[src/rtl/seq_cond_pkg.sv]
package seq_cond_pkg;
  localparam int GP_N     = 8;
  localparam int CSEL_W   = 4;
  localparam int CODE_N   = 1 << CSEL_W;
  localparam int RETRY_W  = 2;
  localparam int MTYPE_W  = 3;

  typedef enum logic [1:0] {
    FOP_NONE = 2'd0,
    FOP_SET  = 2'd1,
    FOP_CLR  = 2'd2,
    FOP_TGL  = 2'd3
  } flag_op_e;

  typedef enum logic [CSEL_W-1:0] {
    CC_ALWAYS   = 4'd0,
    CC_LT_GP0   = 4'd1,
    CC_EQ_GP1   = 4'd2,
    CC_GP2      = 4'd3,
    CC_GP3      = 4'd4,
    CC_GP4      = 4'd5,
    CC_GP5      = 4'd6,
    CC_GP6      = 4'd7,
    CC_GP7      = 4'd8,
    CC_NORESP   = 4'd9,
    CC_FMT_ERR  = 4'd10,
    CC_GOOD_BLK = 4'd11,
    CC_MASKED   = 4'd12,
    CC_BAD_MSG  = 4'd13,
    CC_RETRY0   = 4'd14,
    CC_RETRY1   = 4'd15
  } cond_e;

  typedef enum logic [MTYPE_W-1:0] {
    MT_BC2RT      = 3'd0,
    MT_RT2BC      = 3'd1,
    MT_RT2RT      = 3'd2,
    MT_MC_TX_DATA = 3'd3,
    MT_MC_RX_DATA = 3'd4,
    MT_MC_NODATA  = 3'd5
  } msg_type_e;

  typedef struct packed {
    logic [RETRY_W-1:0] retries;
    logic               bad;
    logic               fmt;
    logic               noresp;
    logic               masked;
    logic               good_blk;
  } msg_flags_t;

  // Per-bit result of a mask operation on one flag.
  function automatic logic flag_bit_next(input logic [1:0] op, input logic sel, input logic cur);
    logic nxt;
    nxt = cur;
    if (sel) begin
      case (flag_op_e'(op))
        FOP_SET:  nxt = 1'b1;
        FOP_CLR:  nxt = 1'b0;
        FOP_TGL:  nxt = ~cur;
        default:  nxt = cur;
      endcase
    end
    return nxt;
  endfunction
endpackage

[src/rtl/seq_gp_flags.sv]
module seq_gp_flags
  import seq_cond_pkg::*;
#(
  parameter int TIME_W = 16
) (
  input  logic              clk,
  input  logic              rst_n,
  input  logic              cmp_valid,
  input  logic [TIME_W-1:0] cmp_param,
  input  logic [TIME_W-1:0] msg_time,
  input  logic              flg_valid,
  input  logic [1:0]        flg_op,
  input  logic [GP_N-1:0]   flg_mask,
  input  logic              host_wr,
  input  logic [1:0]        host_op,
  input  logic [GP_N-1:0]   host_mask,
  output logic [GP_N-1:0]   gp_q
);
  logic [GP_N-1:0] gp_d;
  logic [1:0]      op_sel;
  logic [GP_N-1:0] mask_sel;
  logic            cmp_lt;
  logic            cmp_eq;
  logic            gp_en;

  // Instruction owns the mask port over the host in a collision.
  always_comb begin
    if (flg_valid) begin
      op_sel   = flg_op;
      mask_sel = flg_mask;
    end else if (host_wr) begin
      op_sel   = host_op;
      mask_sel = host_mask;
    end else begin
      op_sel   = FOP_NONE;
      mask_sel = '0;
    end
  end

  assign cmp_lt = (cmp_param < msg_time);
  assign cmp_eq = (cmp_param == msg_time);
  assign gp_en  = cmp_valid | flg_valid | host_wr;

  for (genvar b = 0; b < GP_N; b++) begin : g_bit
    if (b == 0) begin : g_lt
      assign gp_d[b] = cmp_valid ? cmp_lt : flag_bit_next(op_sel, mask_sel[b], gp_q[b]);
    end else if (b == 1) begin : g_eq
      assign gp_d[b] = cmp_valid ? cmp_eq : flag_bit_next(op_sel, mask_sel[b], gp_q[b]);
    end else begin : g_plain
      assign gp_d[b] = flag_bit_next(op_sel, mask_sel[b], gp_q[b]);
    end
  end

  always_ff @(posedge clk or negedge rst_n) begin
    if (!rst_n) begin
      gp_q <= '0;
    end else if (gp_en) begin
      gp_q <= gp_d;
    end
  end
endmodule

[src/rtl/seq_msg_status.sv]
module seq_msg_status
  import seq_cond_pkg::*;
(
  input  logic               clk,
  input  logic               rst_n,
  input  logic               msg_done,
  input  logic [RETRY_W-1:0] msg_retries,
  input  logic               msg_fmt_err,
  input  logic               msg_loop_fail,
  input  logic               msg_no_resp,
  input  logic               msg_masked_sts,
  input  logic [MTYPE_W-1:0] msg_type,
  output msg_flags_t         msg_q
);
  msg_flags_t msg_d;
  logic       blk_type_ok;

  always_comb begin
    case (msg_type_e'(msg_type))
      MT_RT2BC, MT_RT2RT, MT_MC_TX_DATA: blk_type_ok = 1'b1;
      default:                           blk_type_ok = 1'b0;
    endcase
  end

  always_comb begin
    msg_d.retries  = msg_retries;
    msg_d.fmt      = msg_fmt_err;
    msg_d.noresp   = msg_no_resp;
    msg_d.masked   = msg_masked_sts;
    msg_d.bad      = msg_fmt_err | msg_loop_fail | msg_no_resp;
    msg_d.good_blk = blk_type_ok & ~msg_fmt_err & ~msg_no_resp;
  end

  always_ff @(posedge clk or negedge rst_n) begin
    if (!rst_n) begin
      msg_q <= '0;
    end else if (msg_done) begin
      msg_q <= msg_d;
    end
  end
endmodule

[src/rtl/seq_cond_mux.sv]
module seq_cond_mux
  import seq_cond_pkg::*;
(
  input  logic [GP_N-1:0]   gp_q,
  input  msg_flags_t        msg_q,
  input  logic [CSEL_W-1:0] cond_sel,
  input  logic              cond_inv,
  output logic              cond_raw
);
  logic [CODE_N-1:0] flag_vec;

  assign flag_vec[CC_ALWAYS]   = 1'b1;
  assign flag_vec[CC_LT_GP0]   = gp_q[0];
  assign flag_vec[CC_EQ_GP1]   = gp_q[1];
  for (genvar g = 2; g < GP_N; g++) begin : g_gp
    assign flag_vec[int'(CC_GP2) + g - 2] = gp_q[g];
  end
  assign flag_vec[CC_NORESP]   = msg_q.noresp;
  assign flag_vec[CC_FMT_ERR]  = msg_q.fmt;
  assign flag_vec[CC_GOOD_BLK] = msg_q.good_blk;
  assign flag_vec[CC_MASKED]   = msg_q.masked;
  assign flag_vec[CC_BAD_MSG]  = msg_q.bad;
  assign flag_vec[CC_RETRY0]   = msg_q.retries[0];
  assign flag_vec[CC_RETRY1]   = msg_q.retries[1];

  assign cond_raw = flag_vec[cond_sel] ^ cond_inv;
endmodule

[src/rtl/seq_cond_eval.sv]
module seq_cond_eval
  import seq_cond_pkg::*;
#(
  parameter int TIME_W = 16
) (
  input  logic              clk,
  input  logic              rst_n,
  input  logic              eval_req,
  input  logic [3:0]        cond_sel,
  input  logic              cond_inv,
  output logic              cond_valid,
  output logic              cond_true,
  input  logic              cmp_valid,
  input  logic [TIME_W-1:0] cmp_param,
  input  logic [TIME_W-1:0] msg_time,
  input  logic              flg_valid,
  input  logic [1:0]        flg_op,
  input  logic [7:0]        flg_mask,
  input  logic              host_wr,
  input  logic [1:0]        host_op,
  input  logic [7:0]        host_mask,
  input  logic              msg_done,
  input  logic [1:0]        msg_retries,
  input  logic              msg_fmt_err,
  input  logic              msg_loop_fail,
  input  logic              msg_no_resp,
  input  logic              msg_masked_sts,
  input  logic [2:0]        msg_type
);
  logic [1:0]      rst_pipe;
  logic            rst_sync_n;
  logic [GP_N-1:0] gp_q;
  msg_flags_t      msg_q;
  logic            cond_raw;
  logic            cond_true_d;
  logic            cond_valid_d;

  // Asynchronous assert, synchronous release.
  always_ff @(posedge clk or negedge rst_n) begin
    if (!rst_n) begin
      rst_pipe <= '0;
    end else begin
      rst_pipe <= {rst_pipe[0], 1'b1};
    end
  end
  assign rst_sync_n = rst_pipe[1];

  seq_gp_flags #(.TIME_W(TIME_W)) u_gp (
    .clk       (clk),
    .rst_n     (rst_sync_n),
    .cmp_valid (cmp_valid),
    .cmp_param (cmp_param),
    .msg_time  (msg_time),
    .flg_valid (flg_valid),
    .flg_op    (flg_op),
    .flg_mask  (flg_mask),
    .host_wr   (host_wr),
    .host_op   (host_op),
    .host_mask (host_mask),
    .gp_q      (gp_q)
  );

  seq_msg_status u_msg (
    .clk            (clk),
    .rst_n          (rst_sync_n),
    .msg_done       (msg_done),
    .msg_retries    (msg_retries),
    .msg_fmt_err    (msg_fmt_err),
    .msg_loop_fail  (msg_loop_fail),
    .msg_no_resp    (msg_no_resp),
    .msg_masked_sts (msg_masked_sts),
    .msg_type       (msg_type),
    .msg_q          (msg_q)
  );

  seq_cond_mux u_mux (
    .gp_q     (gp_q),
    .msg_q    (msg_q),
    .cond_sel (cond_sel),
    .cond_inv (cond_inv),
    .cond_raw (cond_raw)
  );

  always_comb begin
    cond_valid_d = eval_req;
    cond_true_d  = eval_req ? cond_raw : cond_true;
  end

  always_ff @(posedge clk or negedge rst_sync_n) begin
    if (!rst_sync_n) begin
      cond_valid <= 1'b0;
      cond_true  <= 1'b0;
    end else begin
      cond_valid <= cond_valid_d;
      cond_true  <= cond_true_d;
    end
  end
endmodule

[config.mk]
export PLATFORM = sky130hd
export DESIGN_NAME = seq_cond_eval
export DESIGN_NICKNAME = d
export VERILOG_FILES = /design/src/rtl/seq_cond_pkg.sv /design/src/rtl/seq_gp_flags.sv /design/src/rtl/seq_msg_status.sv /design/src/rtl/seq_cond_mux.sv /design/src/rtl/seq_cond_eval.sv
export SDC_FILE = /design/constraint.sdc
export NUM_CORES = 1
export LEC_CHECK = 0
export BUFFER_PORTS_ARGS = -buffer_cell sky130_fd_sc_hd__buf_2
export CAP_MARGIN = 10
export CELL_PAD_IN_SITES_DETAIL_PLACEMENT = 1
export CELL_PAD_IN_SITES_GLOBAL_PLACEMENT = 2
export CORE_MARGIN = 8
export CORE_UTILIZATION = 27
export DETAILED_ROUTE_END_ITERATION = 7
export HOLD_SLACK_MARGIN = 0.12
export PLACE_DENSITY_LB_ADDON = 0.2
export SKIP_CTS_REPAIR_TIMING = 1
export SYNTH_ARGS = -nofsm -noshare
export SYNTH_HDL_FRONTEND = slang
export SYNTH_SLANG_ARGS = --single-unit
[constraint.sdc]
create_clock -name clk -period 1.6 [get_ports clk]
set_input_delay 0.08 -clock clk [delete_from_list [all_inputs] [get_ports clk]]
set_output_delay 0.08 -clock clk [all_outputs]
set_load 0.1 [all_outputs]
==> summary.md, run 1 <==
| Metric | Value |
|---|---|
| Clock Tree Buf Depth | 2 |
| Filler instances | a little under 600 |
| Synth Area in Adders | 0.149 |
| Mapped Area | about 1300 µm² |
| Port Buf Inserts | 74 |
| Kind of critical path | reg2reg |
| Hold WC Path Type | in2reg |
| Reg clk slew, reported paths | 70 ps |
| Area leader, netlist | dfrtp_1 |
| Max-slew violations | 0 |
| Multi-input logic area | 791 µm² |
| Most frequent cells in the layout | buf_2 (74), dfrtp_1 (19), inv_1 (18) |
| Worst Path Arrival | 1690 ps |
| H-tree Lvls | 1 |
| Nets | 310 |
| Die area | ~7500 µm² |
| Gate count of the mapped netlist | ~130 |
| Starting Density | 0.283 |
| Detailed-route DRC error count | 0 |
| Clock latency on the worst-skew pair | about 250 ps |
| Avg Inst Size Synth | between 10 and 15 µm² |
| Drt total wl | 4.47 mm |
| CTS Root Cell | clkbuf_8 |
| Global Route Usage Sum | 0.117 |
| GR Overflow Total | 0 |
| Wire length per cell | 15.6 µm |
| Routed Antenna Nets | 0 |
| Rows | 25 |
| Fin crit share | 0.944 |
| Status | finished, final reports clean |
| Post-Syn Nets | 222 |
| Antenna cells | 0 |
| VDD IR max | 0.292 mV |
| Drt pass-1 iters | 3 |
| Share of cells above drive strength 1 | 0.405 |
| Top_reg_cell synth | dfrtp_1 |
| Io pins | 75 |
| Most common cell after layout, fill and taps aside | buf_2 |
| Hpwl dp | a little under 4 mm |
| Cell total after placement | ~280 |
| Critical Path Start Type | register |
| Vias in the first global route | 1609 |
| Relative slew slack | 0.531 |
| Leak Pwr | roughly 1 nW |
| Setup crit end kind | register |
| Core area | between 4000 and 5000 µm² |
| Placer Congestion | 0.714 |
| Number of warnings issued by yosys | 0 |
| Die height | 86.6 µm |
| CP max FO | 3 |
| Hold path cells | 3 |
| Fin cells | between 200 and 300 |
| Fmax achieved | 0.662 GHz |
| CTS tree | built |
| Setup tns final | 0 ps |
| Initial drt markers | between 50 and 60 |
| Ys async rst share | 1.00 |
| Number of vias per cell | 4.83 |
| Period minus WS final | roughly 1500 ps |
| Critical Path RT | around 1800 ps |
| Die Span X | slightly below 90 µm |
| Synth Area in Compound Gates | 0.234 |
| Synth unique cells | 35 |
| Xor and xnor area share after synthesis | 0 |
| Mux contribution to synthesized area | 0.112 |
| Max-Cap Viols | 0 |
| Sequential share of the synthesized area | 0.353 |
| Register area | ~480 µm² |
| Largest net degree at the start of global routing | 18 |
| CTS Buf Count | 3 |
| Final setup vio count | 0 |
| Tightest Pin Transition | a little over 700 ps |
| FF-to-FF path depth | 5 |
| Final Hold Viols | 0 |
| Initial antenna violation count | 0 |
| Synth top area cells | dfrtp_1 (35%), ha_1 (15%), a21oi_1 (5.2%) |
| Post-synthesis simple-gate area fraction | 0.0892 |
| RSZ-0062 raised after global routing | no |
| DR vias | roughly 1400 |
| FF+latch count, synth | 19 |
| P&R area growth vs syn | 44.4% |
| Post-synth EDFFs | 0 |
| Largest family of logic cells by synthesized area | compound AO/OA/AOI/OAI gates |
| Wire length of the first global-routing pass | between 7 and 8 mm |
| Yosys top cell area share | 0.353 |
| Power per standard cell area | roughly 720 nW/µm² |
| Worst clock skew | around 4.4 ps |
| CTS Sinks | 19 |
[layout make-up]
cell class	instances	area share
multi-input combinational	93	0.407
timing repair buffer	86	0.247
sequential	19	0.245
tap	67	0.0431
inverter	18	0.0347
clock buffer	3	0.0212
clock inverter	1	0.00257
[metal layers]
metal  part of all wire  wire length (µm)  track usage  vias up
met3              0.065               289       0.0331        2
met1               0.40              1770        0.117      658
met4             0.0060                27       0.0282        0
met5                  0                 0            0        -
met2               0.53              2390        0.229       45
li1                   -                 -            -      681
[per-stage QoR]
| step | cell area, µm² | hold WS (ps) | total power, W | worst slack, ps | utilization |
|---|---|---|---|---|---|
| 3_5_place_dp | 1820 | -134 | 0.00107 | 56.9 | 0.382 |
| 6_report | 1940 | 98.6 | 0.00140 | 89.3 | 0.409 |
| 3_3_place_gp | 1820 | -135 | 0.00104 | 142 | 0.382 |
| 2_1_floorplan | 1350 | -216 | 0.000882 | 215 | - |
| 4_1_cts | 1860 | -417 | 0.00141 | 66.4 | 0.392 |
| 5_1_grt | 1940 | 127 | 0.00150 | 13.5 | 0.409 |
[critical path: stages (launching register included)]
cell and delay, ps:
dfrtp_1 400, mux4_1 500, mux2i_1 140, and2_1 150, o21ai_0 90, a31oi_1 160
[synth_stat cells (3+ instances only)]
cell type / number
a211oi_1: 3
a21o_1: 3
a21oi_1: 14
a22o_1: 8
a31oi_1: 7
dfrtp_1: 19
ha_1: 16
inv_1: 18
mux2_2: 5
nand4_1: 4
nor2b_1: 3
o21ai_0: 5
[report_power, final]
part           internal (W)  switching (W)  total (W)
Combinational      0.000234       0.000213   0.000447
Clock              0.000173       0.000159   0.000332
Sequential         0.000560      0.0000656   0.000625
Total              0.000967       0.000437    0.00140
[logic make-up (layout without fill, tap and decap cells)]
logic type               Yosys count  after routing
flip-flops                        19             19
AO/OA/AOI/OAI                     47             47
buffers and inverters             21            108
other                              1              1
AND/OR/NAND/NOR                   19             19
multiplexers                      10             10
adder cells (fa/ha/maj)           16             16
[path summary, 6_finish.rpt]
| kind | slack [ps] | endpoint | start |
|---|---|---|---|
| min in group asynchronous | 130 | rst_pipe[0]$_DFF_PN0_ | rst_n |
| max | 90 | cond_true$_DFFE_PN0P_ | u_gp.gp_q[5]$_DFFE_PN0P_ |
| min | 100 | u_msg.msg_q[0]$_DFFE_PN0P_ | msg_type[0] |
| max reg2reg | 90 | cond_true$_DFFE_PN0P_ | u_gp.gp_q[5]$_DFFE_PN0P_ |
| max in group asynchronous | 860 | u_gp.gp_q[7]$_DFFE_PN0P_ | rst_pipe[1]$_DFF_PN0_ |
| min reg2reg | 290 | u_msg.msg_q[3]$_DFFE_PN0P_ | rst_pipe[1]$_DFF_PN0_ |
[registers in the layout, indices dropped and copies added (netlist names)]
register     cells
rst_pipe         2
u_msg.msg_q      7
u_gp.gp_q        8
cond_valid       1
cond_true        1
(Power assumes the default switching activity.)
==> run 2: changes to the inputs <==
clock period = 1.8 ns   (was 1.6 ns; I/O delays follow)
==> summary.md, run 2 (synthesized netlist as in run 1, its figures left out) <==
| Metric | Value |
|---|---|
| Nets | 306 (-1.3%) |
| Post-DP Area | 1800 µm² (-1.2%) |
| Share of cells above drive strength 1 | 0.398 (-0.00640) |
| Peak per-stage delay on the critical path | 490 ps (about the same) |
| Drt total wl | 4.35 mm (-2.7%) |
| Kind of critical path | reg2reg |
| Initial drt markers | 73 (+30%) |
| P&R area growth vs syn | 42.0% |
| CTS tree | built |
| Critical Path Start Type | register |
| Initial antenna violation count | 0 (unchanged) |
| FF-to-FF setup slack | 300 ps (+210 ps) |
| CTS Buf Count | 3 (unchanged) |
| Hold WC Path Type | in2reg |
| Most frequent cells in the layout | buf_2 (74), dfrtp_1 (19), inv_1 (18) |
| GR Overflow Total | 0 (unchanged) |
| Worst clock skew | 1.45 ps (-2.95 ps) |
| Top Registers | u_gp.gp_q x8, u_msg.msg_q x7, rst_pipe x2 |
| CTS Root Cell | clkbuf_8 |
| Max-Cap Viols | 0 (unchanged) |
| Max-slew violations | 0 (unchanged) |
| Port Buf Inserts | 74 (unchanged) |
| Fin area | 1910 µm² (-1.7%) |
| Drt pass-1 iters | 3 (unchanged) |
| Placer Congestion | 0.712 (-0.24%) |
| Critical path, cell by cell | mux4_1, mux2i_1, and2_1, o21ai_0, a31oi_1 |
| CTS Sinks | 19 (unchanged) |
| Relative slew slack | 0.529 (-0.00183) |
| Global Route Usage Sum | 0.118 (+0.000602) |
| Setup tns final | 0 ps (unchanged) |
| Antenna cells | 0 (unchanged) |
| FF-to-FF path depth | 5 (unchanged) |
| Number of vias per cell | 4.76 (-1.4%) |
| Hold_sp | msg_type[0] |
| Die Span X | 86.6 µm (unchanged) |
| Starting Density | 0.283 (unchanged) |
| Detailed-route DRC error count | 0 (unchanged) |
| Wire length of the first global-routing pass | 7.11 mm (-1.3%) |
| Die area | 7500 µm² (unchanged) |
| Core area | 4750 µm² (unchanged) |
| Routed Antenna Nets | 0 (unchanged) |
| Period minus WS final | 1500 ps (-14.8 ps) |
| Io pins | 75 (unchanged) |
| RSZ-0062 raised after global routing | no |
| Reg clk slew, reported paths | 70 ps (about the same) |
| Clock Tree Buf Depth | 2 (unchanged) |
| Leak Pwr | 0.986 nW (-1.9%) |
| Most common cell after layout, fill and taps aside | buf_2 |
| Filler instances | 602 (+2.4%) |
| Final Hold Viols | 0 (unchanged) |
| Hold path cells | 3 (unchanged) |
| Hold worst-path end | u_msg.msg_q[0]$_DFFE_PN0P_ |
| Rows | 25 (unchanged) |
| Critical Path RT | 1980 ps (+200 ps) |
| Clock latency on the worst-skew pair | 260 ps (about the same) |
| CP max FO | 3 (unchanged) |
| Tightest Pin Transition | 707 ps (+2.74 ps) |
| Hpwl dp | 3.69 mm (-3.9%) |
| Vias in the first global route | 1547 (-3.9%) |
| Power per standard cell area | 649 nW/µm² (-10%) |
| Setup crit end kind | register |
| Wire length per cell | 15.4 µm (-1.4%) |
| Critical path's slowest cell | mux4_1 |
| Final setup vio count | 0 (unchanged) |
| Worst Path Arrival | 1670 ps (-20 ps) |
| H-tree Lvls | 1 (unchanged) |
| R2r startpoint | u_gp.gp_q[5]$_DFFE_PN0P_ |
| Largest net degree at the start of global routing | 18 (unchanged) |
| CP Launch Point | u_gp.gp_q[5]$_DFFE_PN0P_ |
| Final total power | 0.00124 W (-12%) |
| Max reg flops | 8 (unchanged) |
| Reg with most FFs | u_gp.gp_q |
| DR vias | 1348 (-2.7%) |
| VDD IR max | 0.257 mV (-12%) |
| Fin crit share | 0.831 (-0.113) |
| Status | finished, final reports clean |
| Die height | 86.6 µm (unchanged) |
| Fmax achieved | 0.668 GHz (+0.99%) |
| Reg2Reg Capture Point | cond_true$_DFFE_PN0P_ |
-- run 2: where the power goes --
group,internal (W),switching (W),leakage [nW]
sequential,0.000498,0.0000557,0.220
combinational,0.000202,0.000186,0.740
clock,0.000154,0.000146,0.0255
-- run 2: area by class of cell --
class                           count  area, µm²  area share
Multi-Input combinational cell     93        791       0.414
Sequential cell                    19        475       0.249
Timing Repair Buffer               82        448       0.234
Tap cell                           67       83.8      0.0438
Inverter                           18       67.6      0.0353
Clock buffer                        3       41.3      0.0216
Clock inverter                      1       5.00     0.00262
-- run 2: worst max-delay path by stage --
stage | end | slack [ps] | cells after the start
after floorplan | cond_true$_DFFE_PN0P_ | 420 | 5
after global placement | u_gp.gp_q[0]$_DFFE_PN0P_ | 330 | 8
after detailed placement | cond_true$_DFFE_PN0P_ | 280 | 4
after CTS | cond_true$_DFFE_PN0P_ | 280 | 5
after global routing | cond_true$_DFFE_PN0P_ | 160 | 4
final | cond_true$_DFFE_PN0P_ | 300 | 5
-- run 2: worst max-delay path, delay by kind of cell, from the launching register on --
kind               cells  cell delay [ps]
DFF                    1              400
muxes                  2              620
AOI/OAI and AO/OA      2              250
and+or+nand+nor        1              140
-- run 2: per-stage QoR --
step,setup WS [ps],instances,utilization,hold WS (ps)
2_1_floorplan,415,133,-,-206
3_3_place_gp,331,272,0.378,-125
3_5_place_dp,285,272,0.378,-124
4_1_cts,279,276,0.387,-407
5_1_grt,160,283,0.402,120
6_report,304,283,0.402,105
-- run 2: routing by layer --
layer / vias up / GRT usage / routed length [µm]
met5: - / 0 / 0
met3: 2 / 0.0340 / 251
met2: 45 / 0.212 / 2280
li1: 677 / - / -
met1: 624 / 0.131 / 1790
met4: 0 / 0.0329 / 27
